**config.mk**
```make
export PLATFORM = sky130hd
export DESIGN_NAME = hostPortDecoder
export DESIGN_NICKNAME = d
export VERILOG_FILES = /design/src/rtl/hostPortPkg.sv /design/src/rtl/tagQueue.sv /design/src/rtl/hostPortCtrl.sv /design/src/rtl/hostPortPath.sv /design/src/rtl/hostPortDecoder.sv
export SDC_FILE = /design/constraint.sdc
export NUM_CORES = 1
export LEC_CHECK = 0
export ABC_AREA = 1
export BUFFER_PORTS_ARGS = -buffer_cell sky130_fd_sc_hd__buf_2
export CAP_MARGIN = 5
export CORE_MARGIN = 1
export CORE_UTILIZATION = 50
export CTS_CLUSTER_DIAMETER = 30
export DETAILED_ROUTE_END_ITERATION = 10
export PLACE_DENSITY = 0.65
export SKIP_CTS_REPAIR_TIMING = 1
export SLEW_MARGIN = 25
export SYNTH_ARGS = -nofsm -noshare
export SYNTH_HDL_FRONTEND = slang
export SYNTH_SLANG_ARGS = --single-unit
export TNS_END_PERCENT = 5
```
**constraint.sdc**
```tcl
create_clock -name clk -period 4.65 [get_ports clk]
set_input_delay 0.465 -clock clk [delete_from_list [all_inputs] [get_ports clk]]
set_output_delay 0.465 -clock clk [all_outputs]
set_load 0.02 [all_outputs]
```
**src/rtl/hostPortPkg.sv**
```systemverilog
package hostPortPkg;
  typedef enum logic [2:0] {
    OP_NONE,
    OP_DATA,
    OP_CMD,
    OP_STATUS,
    OP_CTRL,
    OP_IMM
  } hostOp_e;

  // one-cycle access request from control to datapath
  typedef struct packed {
    logic    rdGo;
    logic    wrGo;
    hostOp_e op;
  } hostStrobe_t;

  localparam logic TAG_DATA = 1'b0;
  localparam logic TAG_CMD  = 1'b1;
endpackage

```
**src/rtl/tagQueue.sv**
```systemverilog
module tagQueue #(
  parameter int WORD_W = 9,
  parameter int DEPTH  = 16   // power of two
) (
  input  logic              clk,
  input  logic              rstN,
  input  logic              push,
  input  logic [WORD_W-1:0] pushWord,
  input  logic              pop,
  output logic [WORD_W-1:0] headWord,
  output logic              full,
  output logic              empty
);
  localparam int PTR_W = $clog2(DEPTH);

  logic [WORD_W-1:0] mem [DEPTH];
  logic [PTR_W:0] wrPtr, rdPtr;
  logic doPush, doPop;

  assign empty = (wrPtr == rdPtr);
  assign full  = (wrPtr[PTR_W] != rdPtr[PTR_W]) &&
                 (wrPtr[PTR_W-1:0] == rdPtr[PTR_W-1:0]);
  assign doPush = push && !full;
  assign doPop  = pop && !empty;
  assign headWord = mem[rdPtr[PTR_W-1:0]];

  always_ff @(posedge clk) begin
    if (doPush) mem[wrPtr[PTR_W-1:0]] <= pushWord;
  end

  always_ff @(posedge clk or negedge rstN) begin
    if (!rstN) begin
      wrPtr <= '0;
      rdPtr <= '0;
    end else begin
      if (doPush) wrPtr <= wrPtr + 1'b1;
      if (doPop)  rdPtr <= rdPtr + 1'b1;
    end
  end
endmodule

```
**src/rtl/hostPortCtrl.sv**
```systemverilog
module hostPortCtrl
  import hostPortPkg::*;
#(
  parameter int ADDR_W      = 3,
  parameter int SYNC_STAGES = 2
) (
  input  logic              clk,
  input  logic              rstN,
  input  logic              hostDmaAck,
  input  logic              hostSel,
  input  logic [ADDR_W-1:0] hostAddr,
  input  logic              hostRd,
  input  logic              hostWr,
  output hostStrobe_t       strb
);
  localparam logic [ADDR_W-1:0] A_DATA   = ADDR_W'(0);
  localparam logic [ADDR_W-1:0] A_CMD    = ADDR_W'(1);
  localparam logic [ADDR_W-1:0] A_STATUS = ADDR_W'(2);
  localparam logic [ADDR_W-1:0] A_CTRL   = ADDR_W'(3);
  localparam logic [ADDR_W-1:0] A_IMM    = ADDR_W'(4);

  logic [1:0] rawStrobe;
  logic [1:0] edgeSeen;
  assign rawStrobe = {hostWr, hostRd};

  for (genvar g = 0; g < 2; g++) begin : gSync
    logic [SYNC_STAGES:0] chain;
    always_ff @(posedge clk or negedge rstN) begin
      if (!rstN) chain <= '0;
      else       chain <= {chain[SYNC_STAGES-1:0], rawStrobe[g]};
    end
    assign edgeSeen[g] = chain[SYNC_STAGES-1] & ~chain[SYNC_STAGES];
  end

  hostOp_e op;
  always_comb begin
    op = OP_NONE;
    if (hostDmaAck) op = OP_DATA;
    else if (hostSel) begin
      case (hostAddr)
        A_DATA:   op = OP_DATA;
        A_CMD:    op = OP_CMD;
        A_STATUS: op = OP_STATUS;
        A_CTRL:   op = OP_CTRL;
        A_IMM:    op = OP_IMM;
        default:  op = OP_NONE;
      endcase
    end
  end

  assign strb.rdGo = edgeSeen[0];
  assign strb.wrGo = edgeSeen[1] & ~edgeSeen[0];  // read wins a tie
  assign strb.op   = op;
endmodule

```
**src/rtl/hostPortPath.sv**
```systemverilog
module hostPortPath
  import hostPortPkg::*;
#(
  parameter int DATA_W = 8,
  parameter int DEPTH  = 16
) (
  input  logic              clk,
  input  logic              rstN,
  input  hostStrobe_t       strb,
  input  logic [DATA_W-1:0] hostWrData,
  input  logic [DATA_W-1:0] statusIn,
  output logic [DATA_W-1:0] hostRdData,
  output logic [DATA_W-1:0] ctrlOut,
  output logic [DATA_W-1:0] immOut,
  input  logic              cpuPush,
  input  logic              cpuPushTag,
  input  logic [DATA_W-1:0] cpuPushData,
  output logic              cpuOutFull,
  input  logic              cpuPop,
  output logic              cpuPopTag,
  output logic [DATA_W-1:0] cpuPopData,
  output logic              cpuInEmpty,
  output logic              overrunPulse,
  output logic              underrunPulse,
  output logic              mismatchPulse
);
  localparam int WORD_W = DATA_W + 1;
  localparam logic [DATA_W-1:0] BAD_BYTE = {DATA_W{1'b1}};

  logic [WORD_W-1:0] outHead, inHead;
  logic outEmpty, inFull;
  logic fifoOp, wantTag, tagOk, outPop, inPush;

  assign fifoOp  = (strb.op == OP_DATA) || (strb.op == OP_CMD);
  assign wantTag = (strb.op == OP_CMD) ? TAG_CMD : TAG_DATA;
  assign tagOk   = (outHead[DATA_W] == wantTag);
  assign outPop  = strb.rdGo && fifoOp && !outEmpty && tagOk;
  assign inPush  = strb.wrGo && fifoOp;

  tagQueue #(.WORD_W(WORD_W), .DEPTH(DEPTH)) outQ (
    .clk(clk), .rstN(rstN),
    .push(cpuPush), .pushWord({cpuPushTag, cpuPushData}),
    .pop(outPop), .headWord(outHead),
    .full(cpuOutFull), .empty(outEmpty)
  );

  tagQueue #(.WORD_W(WORD_W), .DEPTH(DEPTH)) inQ (
    .clk(clk), .rstN(rstN),
    .push(inPush), .pushWord({wantTag, hostWrData}),
    .pop(cpuPop), .headWord(inHead),
    .full(inFull), .empty(cpuInEmpty)
  );

  assign cpuPopTag  = inHead[DATA_W];
  assign cpuPopData = inHead[DATA_W-1:0];

  always_ff @(posedge clk or negedge rstN) begin
    if (!rstN) begin
      hostRdData    <= '0;
      ctrlOut       <= '0;
      immOut        <= '0;
      overrunPulse  <= 1'b0;
      underrunPulse <= 1'b0;
      mismatchPulse <= 1'b0;
    end else begin
      overrunPulse  <= 1'b0;
      underrunPulse <= 1'b0;
      mismatchPulse <= 1'b0;
      if (strb.rdGo) begin
        case (strb.op)
          OP_DATA, OP_CMD: begin
            if (outEmpty) begin
              hostRdData    <= BAD_BYTE;
              underrunPulse <= 1'b1;
            end else if (!tagOk) begin
              hostRdData    <= BAD_BYTE;
              mismatchPulse <= 1'b1;
            end else begin
              hostRdData <= outHead[DATA_W-1:0];
            end
          end
          OP_STATUS: hostRdData <= statusIn;
          OP_CTRL:   hostRdData <= ctrlOut;
          OP_IMM:    hostRdData <= immOut;
          default: ;
        endcase
      end
      if (strb.wrGo) begin
        case (strb.op)
          OP_DATA, OP_CMD: if (inFull) overrunPulse <= 1'b1;
          OP_CTRL: ctrlOut <= hostWrData;
          OP_IMM:  immOut  <= hostWrData;
          default: ;
        endcase
      end
    end
  end
endmodule

```
**src/rtl/hostPortDecoder.sv**
```systemverilog
module hostPortDecoder
  import hostPortPkg::*;
#(
  parameter int DATA_W = 8,
  parameter int DEPTH  = 16
) (
  input  logic              clk,
  input  logic              rstN,
  input  logic              hostDmaAck,
  input  logic              hostSel,
  input  logic [2:0]        hostAddr,
  input  logic              hostRd,
  input  logic              hostWr,
  input  logic [DATA_W-1:0] hostWrData,
  output logic [DATA_W-1:0] hostRdData,
  input  logic [DATA_W-1:0] statusIn,
  output logic [DATA_W-1:0] ctrlOut,
  output logic [DATA_W-1:0] immOut,
  input  logic              cpuPush,
  input  logic              cpuPushTag,
  input  logic [DATA_W-1:0] cpuPushData,
  output logic              cpuOutFull,
  input  logic              cpuPop,
  output logic              cpuPopTag,
  output logic [DATA_W-1:0] cpuPopData,
  output logic              cpuInEmpty,
  output logic              overrunPulse,
  output logic              underrunPulse,
  output logic              mismatchPulse
);
  hostStrobe_t strb;

  hostPortCtrl #(.ADDR_W(3), .SYNC_STAGES(2)) ctrl (
    .clk(clk), .rstN(rstN),
    .hostDmaAck(hostDmaAck), .hostSel(hostSel), .hostAddr(hostAddr),
    .hostRd(hostRd), .hostWr(hostWr), .strb(strb)
  );

  hostPortPath #(.DATA_W(DATA_W), .DEPTH(DEPTH)) path (
    .clk(clk), .rstN(rstN), .strb(strb),
    .hostWrData(hostWrData), .statusIn(statusIn), .hostRdData(hostRdData),
    .ctrlOut(ctrlOut), .immOut(immOut),
    .cpuPush(cpuPush), .cpuPushTag(cpuPushTag), .cpuPushData(cpuPushData),
    .cpuOutFull(cpuOutFull), .cpuPop(cpuPop), .cpuPopTag(cpuPopTag),
    .cpuPopData(cpuPopData), .cpuInEmpty(cpuInEmpty),
    .overrunPulse(overrunPulse), .underrunPulse(underrunPulse),
    .mismatchPulse(mismatchPulse)
  );
endmodule

```
Yosys cells after proc, flatten, opt, wreduce, memory -nomap -nowiden
Memory sizes are Yosys's and may differ from the RTL's.
Index checks and enable logic that the tools add are counted.
{"block": "op_classes", "order_cmp": 0, "mux": 21, "n_reduce_logical": 21, "shift": 0, "n_eq_ne": 16, "addsub": 4, "bitwise": 6, "n_div": 0, "multipliers": 0}
{"cell": "8-bit one-hot mux with 4 select lines", "n": 1}
{"cell": "5-bit by 1-bit adder with 5-bit output, second input constant", "n": 4}
{"cell": "8-bit two-way mux", "n": 2}
{"cell": "1-bit two-way mux", "n": 15}
{"cell": "3-bit one-hot mux with 5 select lines", "n": 1}
{"cell": "3-bit by 2-bit equality test with 1-bit output, second input constant", "n": 4}
{"cell": "5-bit equality test", "n": 2}
{"cell": "1-bit logical AND", "n": 10}
{"cell": "3-bit equality test, second input constant", "n": 3}
{"cell": "4-bit equality test", "n": 2}
{"cell": "3-bit by 1-bit equality test with 1-bit output, second input constant", "n": 2}
{"cell": "3-bit two-way mux", "n": 2}
{"cell": "2-bit AND reduction", "n": 3}
{"cell": "1-bit logical NOT", "n": 4}
{"cell": "4-bit nonzero test", "n": 1}
{"cell": "1-bit bitwise AND", "n": 3}
{"cell": "3-bit logical NOT", "n": 1}
{"cell": "1-bit NOT", "n": 3}
{"cell": "1-bit inequality test", "n": 2}
{"cell": "2-bit OR reduction", "n": 1}
{"cell": "1-bit equality test", "n": 1}
{"cell": "1-bit logical OR", "n": 1}
{"block": "word_totals", "out_inout_bits": 38, "regBits": 53, "mem_count": 2, "ram_bits": 288, "input_bits": 36, "latch_bits": 0, "romBits": 0, "elab_cells": 82}
{"name": "path.inQ.mem", "depth": 16, "word_bits": 9, "rd": 1, "rd_ports_with_merged_regs": 0, "write_ports": 1, "line": "tagQueue.sv:16", "source": "logic [WORD_W-1:0] mem [DEPTH];"}
{"name": "path.outQ.mem", "depth": 16, "word_bits": 9, "rd": 1, "rd_ports_with_merged_regs": 0, "write_ports": 1, "line": "tagQueue.sv:16"}

Longest topological paths before layout
Gate-level depths: netlist of the first run.
{"block": "depth", "depth_word": 11, "depth_mapped": 16, "depth_no_buf": 13}

Cells and area by module
A second synthesis of the first run with hierarchy kept.
{"block": "hier_totals", "cells_unflattened": 1474, "hier_area_um2": 15004.4}
{"mod": "tagQueue", "instances": 2, "cells_each": 613, "seq_area_each_um2": 4574.4, "area_per_inst_um2": 6571.3}
{"mod": "hostPortPath", "instances": 1, "cells_each": 220, "seq_area_each_um2": 675.6, "area_per_inst_um2": 1619.1}
{"mod": "hostPortCtrl", "instances": 1, "cells_each": 28, "seq_area_each_um2": 150.1, "area_per_inst_um2": 242.7}

Least setup slack after synthesis of the first run
Ideal clock, no wire load.
{"block": "synth_timing", "path_kind": "input-to-reg", "startpoint": "in hostDmaAck", "endpoint": "mem path.inQ.mem[4][0] (enable)", "path_stages": 10, "setup_slack_ps": 1944, "required_time_ps": 4263, "arrival_time_ps": 2320, "path_cell_list": "inv_1 nand2_1 nor2_1 nand2_1 nor2_2 inv_2 nand2_4 nand3_4 buf_2 nor3_1"}
{"block": "synth_between", "elab_chain_cells": 7, "elab_cells_between_ends": 8, "cone_classes": "eq/ne (2); mux (3); reduce/logical (3)"}
{"item": "start: declaration", "line": "hostPortDecoder.sv:9", "source": "input logic hostDmaAck,"}
{"item": "3-bit two-way mux *", "line": "hostPortCtrl.sv:38", "source": "if (hostDmaAck) op = OP_DATA;"}
{"item": "3-bit by 1-bit equality test with 1-bit output or 3-bit by 2-bit equality test with 1-bit output (tied branches)", "line": "hostPortPath.sv:34", "source": "assign fifoOp = (strb.op == OP_DATA) || (strb.op == OP_CMD);"}
{"item": "1-bit logical OR *", "line": "hostPortPath.sv:34"}
{"item": "1-bit logical AND *", "line": "hostPortPath.sv:38", "source": "assign inPush = strb.wrGo && fifoOp;"}
{"item": "1-bit logical AND *", "line": "tagQueue.sv:23", "source": "assign doPush = push && !full;"}
{"item": "1-bit two-way mux *", "line": "tagQueue.sv:28", "source": "if (doPush) mem[wrPtr[PTR_W-1:0]] <= pushWord;"}
{"item": "1-bit two-way mux (not written as such) *", "line": "tagQueue.sv:28"}
{"item": "end: declaration", "line": "tagQueue.sv:16"}
Every way passes the cells marked *; elsewhere a longest branch is shown, timed or not.

Final worst setup path of the first run
{"block": "layout_timing", "startpoint": "reg path.inQ.rdPtr[0]", "endpoint": "out cpuPopTag"}
{"block": "layout_between", "elab_chain_cells": 1}
{"item": "start: declaration", "line": "tagQueue.sv:17", "source": "logic [PTR_W:0] wrPtr, rdPtr;"}
{"item": "start signal: assignment", "line": "tagQueue.sv:37", "source": "if (doPop) rdPtr <= rdPtr + 1'b1;"}
{"item": "memory 16 x 9 bit"}
{"item": "end: declaration", "line": "hostPortDecoder.sv:24", "source": "output logic cpuPopTag,"}
No other way between the ends.

==> flow_metrics.tcl, run 1 <==
set metrics [dict create \
    place_area_mm2 0.0152 \
    fmax_ghz 0.310 \
    fin_area_mm2 0.0177 \
    routed_wl_um 33300 \
    clk_path_buf_depth 3 \
    comb_power_share_pct 23.8 \
    sequentialPowerShare_pct 32.5 \
    layout_commonest_cell "nand2_1" \
    layout_min_cycle_time_ns 3.22 \
    cts_tree "built" \
    synth_fp_nets 1376 \
    postRouteAntennaNets 0 \
    grt_pass1_vias 9607 \
    clock_power_share_pct 43.7 \
    max-cap-violations 0 \
    grt_max_degree 75 \
    sw_frac_of_total_pct 32.2 \
    hold_class "primary input to flip-flop" \
    mostFrequentLayoutCells "328 x nand2_1, 288 x edfxtp_1, 240 x nor2_1" \
    cts_buffers 71 \
    cp.arrival_ns 2.76 \
    rows 61 \
    internal-power_mw 8.15 \
    status "finished clean" \
    power_leakage_nw 7.13 \
    drc 0 \
    coreArea_mm2 0.0281 \
    drtPass1Iterations 8 \
    grt_pass1_wl_um 51600 \
    grt_overflow 0 \
    htreeDepth 3 \
    track_usage_pct 23.2 \
    path_class "flip-flop to primary output" \
    globalplace.congestion 0.859 \
    drt_iter0_drc 761 \
    ys_types 32 \
    clock-root-buffer "clkbuf_16" \
    initial_core_util_pct 51.5 \
    slew_headroom_pct 36.9 \
    critPathLaunchType "flip-flop" \
    synth.largest_area_cell "edfxtp_1" \
    port_buffers 73 \
    antenna_cells 0 \
    finalCritPeriodShare_pct 69.3 \
    worst_slack_ns 1.43 \
    num_vias 9813 \
    pin_count 74 \
    synth-seq-cells 341 \
    worst_pin_slew_ns 0.944 \
    die_x_um 172 \
    setup_tns_ns 0 \
    finClkSkew_ns 0.0353 \
    ys_seq_area_share_pct 69.0 \
    wl_per_cell_um 17.8 \
    drv_slew 0 \
    p_per_area_mw_per_mm2 679 \
    synth_top_area_share_pct 59.8 \
    vdd_drop_max_v 0.000476 \
    rsz0062_at_grt "no" \
    postSynthAreaPerCell_um2 10.9 \
    switchingPower_mw 3.88 \
    layout.nets 1486 \
    cp_max_fo 57 \
    required_ns 4.18 \
    yosys_warnings 0 \
    end_kind "primary output" \
    finalSetupViolations 0 \
    area_delta_synth_final_pct 22.6 \
    netlist_instances 1330 \
    dieHeight_um 172 \
    yosys-top-cells-area "edfxtp_1 60%, dfrtp_1 9.2%, nand2_1 8.5%" \
    die_area_mm2 0.0296 \
    clk_latency_ns 0.55 \
    drive_gt1_share_pct 15.8 \
    synth.cell_area_mm2 0.0145 \
    antenna_found_initial 0 \
    num-fill-cells 2223 \
    whs_ns 0.0359 \
    dpl.hpwl_um 20200 \
    hold_violations 0 \
    pre_cts_slack_ns 1.60 \
    viasPerCell 5.24 \
    clock_sinks 341 \
    clk_pin_slew_worst_paths_ns 0.04 \
]
-- worst max-delay path, stage by stage, from the launching register on --
cell      delay [ns]
dfrtp_2         0.38
clkinv_2        0.62
buf_4           0.45
o21ai_0         0.21
o211ai_1        0.11
nand3_1         0.12
nand3_1         0.13
buf_2           0.19
-- through the flow --
| stage | power (mW) | instances | util [%] |
|---|---|---|---|
| final | 12.0 | 1872 | 63.1 |
| after floorplan | 5.95 | 1330 | - |
| after CTS | 12.1 | 1872 | 63.1 |
| after global routing | 12.6 | 1872 | 63.1 |
| after global placement | 6.77 | 1745 | 54.1 |
| after detailed placement | 6.82 | 1745 | 54.1 |
-- final timing paths --
kind                                   startpoint                     end  slack [ns]  cells after the start
max                             path.inQ.rdPtr[0]               cpuPopTag        1.43                      7
min                                        hostRd  ctrl.gSync[0].chain[0]        0.04                      1
max reg2reg                     path.inQ.rdPtr[2]     path.inQ.mem[11][8]        1.80                      7
min reg2reg                ctrl.gSync[1].chain[0]  ctrl.gSync[1].chain[1]        0.34                      0
max in group asynchronous                    rstN       path.inQ.rdPtr[1]        4.08                      2
min in group asynchronous                    rstN          path.immOut[1]        0.05                      2
-- cells in the mapped netlist --
library cell  count
nor3_2            1
nor2_2            5
dfrtp_1          53
edfxtp_1        288
nand2_1         328
inv_1            62
o32ai_1          18
nand3b_1          1
mux2i_1           5
buf_6             2
xor2_1           18
nand3_4           1
inv_2             7
nor3_1           15
o221ai_1          5
o21ai_4           1
buf_4             2
o211ai_1         13
clkinv_1          7
nor2_4            2
nand3_1          80
o21ai_1          20
buf_1             8
ha_1             10
nor2_1          240
xnor2_1           2
o21ai_0          85
nand2_2           3
clkbuf_1         21
nor3b_2           1
nand2_4           1
buf_2            25
-- state kept, by name, summed over array words and instances, names as in the netlist --
signal and count:
path.outQ.rdPtr 5, path.inQ.mem 144, ctrl.gSync.chain 6, path.overrunPulse 1, path.hostRdData 8, path.underrunPulse 1
path.ctrlOut 8, path.outQ.wrPtr 5, path.inQ.wrPtr 5, path.outQ.mem 144, path.mismatchPulse 1, path.immOut 8
path.inQ.rdPtr 5
-- power groups by stage --
stage | Sequential [mW] | Clock, mW | Combinational, mW
after floorplan | 3.88 | 0 | 2.07
after global placement | 3.95 | 0 | 2.82
after detailed placement | 3.96 | 0 | 2.86
after CTS | 3.91 | 5.31 | 2.88
after global routing | 3.95 | 5.46 | 3.22
final | 3.91 | 5.25 | 2.87
-- layout make-up --
class                   count  area [um^2]  area share [%]
repair buffers             95          531            2.99
flip-flops and latches    341         9980            56.3
clock inverters            43          603            3.40
multi-input cells         855         3940            22.2
clock buffers              84         1920            10.8
well taps                 378          473            2.67
inverters                  76          287            1.62
-- kinds of logic (layout without fill, tap and decap cells) --
group | after synthesis | count (layout) | share of synthesized area (%)
buffers and inverters | 134 | 298 | 3.85
XOR/XNOR | 20 | 20 | 1.21
flip-flops | 341 | 341 | 69.0
AO/OA/AOI/OAI | 142 | 142 | 5.81
adder cells (fa/ha/maj) | 10 | 10 | 0.865
AND/OR/NAND/NOR | 678 | 678 | 18.9
multiplexers | 5 | 5 | 0.346
-- layer usage --
| metal | vias up | routed length, um | share of wire (%) | global-route usage, % |
|---|---|---|---|---|
| met4 | 0 | 1080 | 3.2 | 9.27 |
| met1 | 4643 | 14200 | 43 | 30.3 |
| met5 | - | 0 | 0 | 0 |
| met3 | 86 | 1720 | 5.2 | 4.19 |
| met2 | 324 | 16200 | 49 | 38.6 |
| li1 | 4760 | - | - | - |
Power figures use the tool's default switching activity.
==> inputs of run 2 (changes only) <==
==> constraint.sdc (replaced) <==
create_clock -name clk -period 3.2 [get_ports clk]
set_input_delay 0.32 -clock clk [delete_from_list [all_inputs] [get_ports clk]]
set_output_delay 0.32 -clock clk [all_outputs]
set_load 0.02 [all_outputs]
==> run 2 against run 1 <==
Net effect:
- count of clock-buffer cells in the layout fell by 10
- design area up 0.71%
- worst hold slack improved by 0.030 ns
- sequential power grew 42%
- largest cell class unchanged
- largest power group unchanged
- highest routed layer unchanged
==> flow_metrics.tcl, run 2 (synthesis gave the netlist of run 1 again) <==
set metrics [dict create \
    utilization_pct 63.6 \
    slowest_stage "inv_2" \
    track_usage_pct 24.9 \
    finalSetupViolations 0 \
    clock_power_share_pct 41.9 \
    cts_tree "built" \
    path_class "flip-flop to primary output" \
    status "finished clean" \
    critPathLaunchType "flip-flop" \
    num_vias 10131 \
    layout_min_cycle_time_ns 2.86 \
    htreeDepth 3 \
    wl_per_cell_um 18.7 \
    pin_count 74 \
    coreArea_mm2 0.0281 \
    clock-root-buffer "clkbuf_16" \
    grt_pass1_wl_um 54600 \
    globalplace.congestion 0.851 \
    cp.arrival_ns 2.54 \
    mostFrequentLayoutCells "328 x nand2_1, 288 x edfxtp_1, 240 x nor2_1" \
    power_leakage_nw 7.22 \
    drive_gt1_share_pct 17.3 \
    clk_path_buf_depth 3 \
    antenna_found_initial 0 \
    dieHeight_um 172 \
    postRouteAntennaNets 0 \
    grt_overflow 0 \
    cts_buffers 69 \
    drv_slew 0 \
    rows 61 \
    internal-power_mw 11.5 \
    initial_core_util_pct 51.5 \
    drc 0 \
    clock_sinks 341 \
    crit_chain "inv_2, buf_12, nor2_1, o32ai_1, nand2_1, nand3_1, buf_2" \
    area_delta_synth_final_pct 23.4 \
    cp_max_fo 36 \
    switchingPower_mw 5.82 \
    end_kind "primary output" \
    clk_pin_slew_worst_paths_ns 0.05 \
    slew_headroom_pct 39.6 \
    routed_wl_um 35500 \
    max-cap-violations 0 \
    grt_pass1_vias 9939 \
    port_buffers 73 \
    layout.nets 1514 \
    dpl.hpwl_um 21900 \
    drtPass1Iterations 5 \
    layout_commonest_cell "nand2_1" \
    viasPerCell 5.33 \
    antenna_cells 0 \
    hold_class "primary input to flip-flop" \
    fmax_ghz 0.349 \
    hold_violations 0 \
    die_x_um 172 \
    crit_path_max_incr_delay_ns 0.43 \
    die_area_mm2 0.0296 \
    p_per_area_mw_per_mm2 971 \
    clk_latency_ns 0.56 \
    rsz0062_at_grt "no" \
    comb_power_share_pct 25.9 \
    grt_max_degree 77 \
    sequentialPowerShare_pct 32.1 \
    finalCritPeriodShare_pct 89.5 \
    drt_iter0_drc 869 \
    worst_pin_slew_ns 0.906 \
    vdd_drop_max_v 0.000557 \
    sw_frac_of_total_pct 33.5 \
    setup_tns_ns 0 \
    required_ns 2.88 \
    finClkSkew_ns 0.0282 \
    p_total_mw 17.3 \
]
[run 2: cell count changes in the layout (fill, tap and decap cells not counted), sizes merged]
cell / previous run / this run
buf: 95 / 122
dlygate4sd3: 0 / 3
clkinvlp: 5 / 9
clkinv: 26 / 28
bufinv: 13 / 10
inv: 75 / 81
clkbuf: 84 / 74
[run 2: worst paths after layout]
path | start | to | slack [ns] | depth (start not counted)
hold / removal | cpuPop | path.inQ.rdPtr[1] | 0.07 | 3
hold reg to reg | ctrl.gSync[1].chain[0] | ctrl.gSync[1].chain[1] | 0.36 | 0
setup / recovery | path.inQ.rdPtr[0] | cpuPopData[1] | 0.34 | 7
min in group asynchronous | rstN | path.overrunPulse | 0.45 | 2
max in group asynchronous | rstN | path.outQ.rdPtr[0] | 2.06 | 3
setup reg to reg | path.inQ.rdPtr[1] | path.inQ.mem[11][7] | 0.93 | 8
[run 2: through the flow]
step / hold WS, ns / instance area, um^2 / setup slack, ns / instances
3_3_place_gp: 0.334 / 15400 / 0.794 / 1772
4_1_cts: -0.106 / 17800 / 0.359 / 1898
3_5_place_dp: 0.343 / 15400 / 0.748 / 1772
2_1_floorplan: 0.0244 / 14500 / 0.639 / 1330
6_report: 0.0658 / 17900 / 0.337 / 1901
5_1_grt: 0.0764 / 17900 / 0.180 / 1901
[run 2: critical path: cells and delay by family, from the launching register on]
kind | cells | cell delay [ns]
simple gates | 3 | 0.38
compound gates | 1 | 0.32
flops | 1 | 0.41
buf+inv | 3 | 0.87
[run 2: cell type report]
type	instances	area (um^2)
clock buffers	74	1780
clock inverters	52	621
fillers	2208	10200
inverters	76	285
multi-input cells	855	3930
flip-flops and latches	341	9980
well taps	378	473
repair buffers	125	788
[run 2: metal layers]
layer	part of all wire, %	global-route usage (%)
met2	49	40.2
met1	42	32.6
met5	0	0
met3	5.3	4.10
met4	3.8	12.7
[run 2: power groups by stage]
stage          sequential [mW]  clock (mW)  combinational [mW]
5_1_grt                   5.61        7.57                5.01
3_3_place_gp              5.63           0                4.39
6_report                  5.57        7.27                4.49
3_5_place_dp              5.64           0                4.45
4_1_cts                   5.57        7.35                4.50
2_1_floorplan             5.64           0                3.01
==> inputs of run 3 (changes only) <==
--- a/config.mk
+++ b/config.mk
@@ -12,6 +12,7 @@
 export CORE_UTILIZATION = 50
 export CTS_CLUSTER_DIAMETER = 30
 export DETAILED_ROUTE_END_ITERATION = 10
+export GPL_TIMING_DRIVEN = 0
 export PLACE_DENSITY = 0.65
 export SKIP_CTS_REPAIR_TIMING = 1
 export SLEW_MARGIN = 25
==> run 3 against run 2 <==
Net effect:
- register-to-register slack worse by 0.52 ns
- first-iteration DRC count down 8.9%
- largest cell class unchanged
- sequential power down 0.7%
- clock power about the same
- count of clock-buffer cells in the layout up 13
- utilization down 0.17 points
==> flow_metrics.tcl, run 3 (synthesis gave the netlist of run 1 again) <==
set metrics [dict create \
    cts_tree "built" \
    wl_per_cell_um 18.2 \
    drive_gt1_share_pct 16.3 \
    viasPerCell 5.22 \
    critPathLaunchType "flip-flop" \
    num_vias 9988 \
    end_kind "primary output" \
    layout.nets 1526 \
    htreeDepth 3 \
    clk_pin_slew_worst_paths_ns 0.05 \
    drc 0 \
    grt_pass1_vias 9750 \
    globalplace.congestion 0.896 \
    coreArea_mm2 0.0281 \
    die_x_um 172 \
    postRouteAntennaNets 0 \
    hold_class "primary input to flip-flop" \
    worst_pin_slew_ns 0.994 \
    place_area_mm2 0.0154 \
    routed_wl_um 34900 \
    clk_latency_ns 0.56 \
    antenna_found_initial 0 \
    port_buffers 73 \
    cts_buffers 70 \
    sw_frac_of_total_pct 33.5 \
    max-cap-violations 0 \
    rsz0062_at_grt "no" \
    clock_power_share_pct 41.7 \
    slew_headroom_pct 33.4 \
    status "finished clean" \
    utilization_pct 63.4 \
    rows 61 \
    die_area_mm2 0.0296 \
    hold_violations 0 \
    fin_area_mm2 0.0178 \
    layout_min_cycle_time_ns 2.99 \
    finClkSkew_ns 0.0181 \
    pre_cts_slack_ns -0.108 \
    finalCritPeriodShare_pct 93.4 \
    drv_slew 0 \
    pin_count 74 \
    grt_pass1_wl_um 53400 \
    drtPass1Iterations 5 \
    antenna_cells 0 \
    grt_max_degree 54 \
    track_usage_pct 24.5 \
    sequentialPowerShare_pct 31.7 \
    switchingPower_mw 5.85 \
    area_delta_synth_final_pct 23.1 \
    drt_iter0_drc 792 \
    initial_core_util_pct 51.5 \
    dpl.hpwl_um 22700 \
    dieHeight_um 172 \
    comb_power_share_pct 26.7 \
    cp_max_fo 10 \
    required_ns 2.88 \
    vdd_drop_max_v 0.000583 \
    clock-root-buffer "clkbuf_16" \
    clock_sinks 341 \
    worst_slack_ns 0.211 \
    layout_commonest_cell "nand2_1" \
    fmax_ghz 0.335 \
    power_leakage_nw 7.12 \
    internal-power_mw 11.6 \
    cp.arrival_ns 2.67 \
    clk_path_buf_depth 3 \
    path_class "flip-flop to primary output" \
    p_per_area_mw_per_mm2 981 \
    grt_overflow 0 \
    finalSetupViolations 0 \
    mostFrequentLayoutCells "328 x nand2_1, 288 x edfxtp_1, 240 x nor2_1" \
]
## run 3: changes by cell type in the layout (fill, tap and decap cells not counted), sizes merged
cell	change
inv	-5
buf	-10
clkbuf	+34
clkinv	-6
## run 3: per-layer routing
metal / global-route usage (%) / share of wire [%] / vias to the layer above
met3: 4.67 / 5.1 / 72
met2: 41.7 / 50 / 309
met4: 10.2 / 3.0 / 0
met5: 0 / 0 / -
met1: 30.7 / 41 / 4762
li1: - / - / 4845
## run 3: power groups by stage
stage	Sequential, mW	Combinational [mW]	Clock [mW]
floorplan	5.64	3.01	0
global placement	5.59	4.53	0
detailed placement	5.60	4.62	0
CTS	5.53	4.66	7.36
global route	5.57	5.19	7.58
finish	5.53	4.65	7.27
## run 3: per-stage QoR
step / hold slack (ns) / power, mW / instances / TNS, ns
after floorplan: 0.0244 / 8.65 / 1330 / 0
after global placement: 0.336 / 10.1 / 1781 / -36.64
after detailed placement: 0.335 / 10.2 / 1783 / -1.69
after CTS: -0.183 / 17.5 / 1911 / 0
after global routing: 0.0814 / 18.3 / 1914 / 0
final: 0.0767 / 17.5 / 1914 / 0
## run 3: final timing paths
check | start | end | slack, ns | cells past startpoint
setup / recovery | path.inQ.rdPtr[1] | cpuPopData[6] | 0.21 | 7
hold / removal | cpuPop | path.inQ.rdPtr[1] | 0.08 | 3
hold reg to reg | ctrl.gSync[1].chain[0] | ctrl.gSync[1].chain[1] | 0.34 | 0
max in group asynchronous | rstN | path.outQ.rdPtr[1] | 2.37 | 2
min in group asynchronous | rstN | path.ctrlOut[1] | 0.34 | 2
setup reg to reg | path.outQ.rdPtr[0] | path.outQ.mem[3][2] | 0.41 | 9
## run 3: layout make-up
cell class              count  area, um^2
inverters                  76         285
repair buffers             78         413
flip-flops and latches    341        9970
multi-input cells         855        4000
fillers                  2244       10300
clock inverters            41         524
clock buffers              87        1870
plain buffers              58         272
well taps                 378         473
## run 3: critical path, stage by stage (launching register included)
cell and delay (ns):
dfrtp_1 0.43, buf_2 0.29, clkbuf_1 0.38, o21ai_0 0.15
o21ai_0 0.32, o211ai_1 0.20, nand3_1 0.16, buf_2 0.18
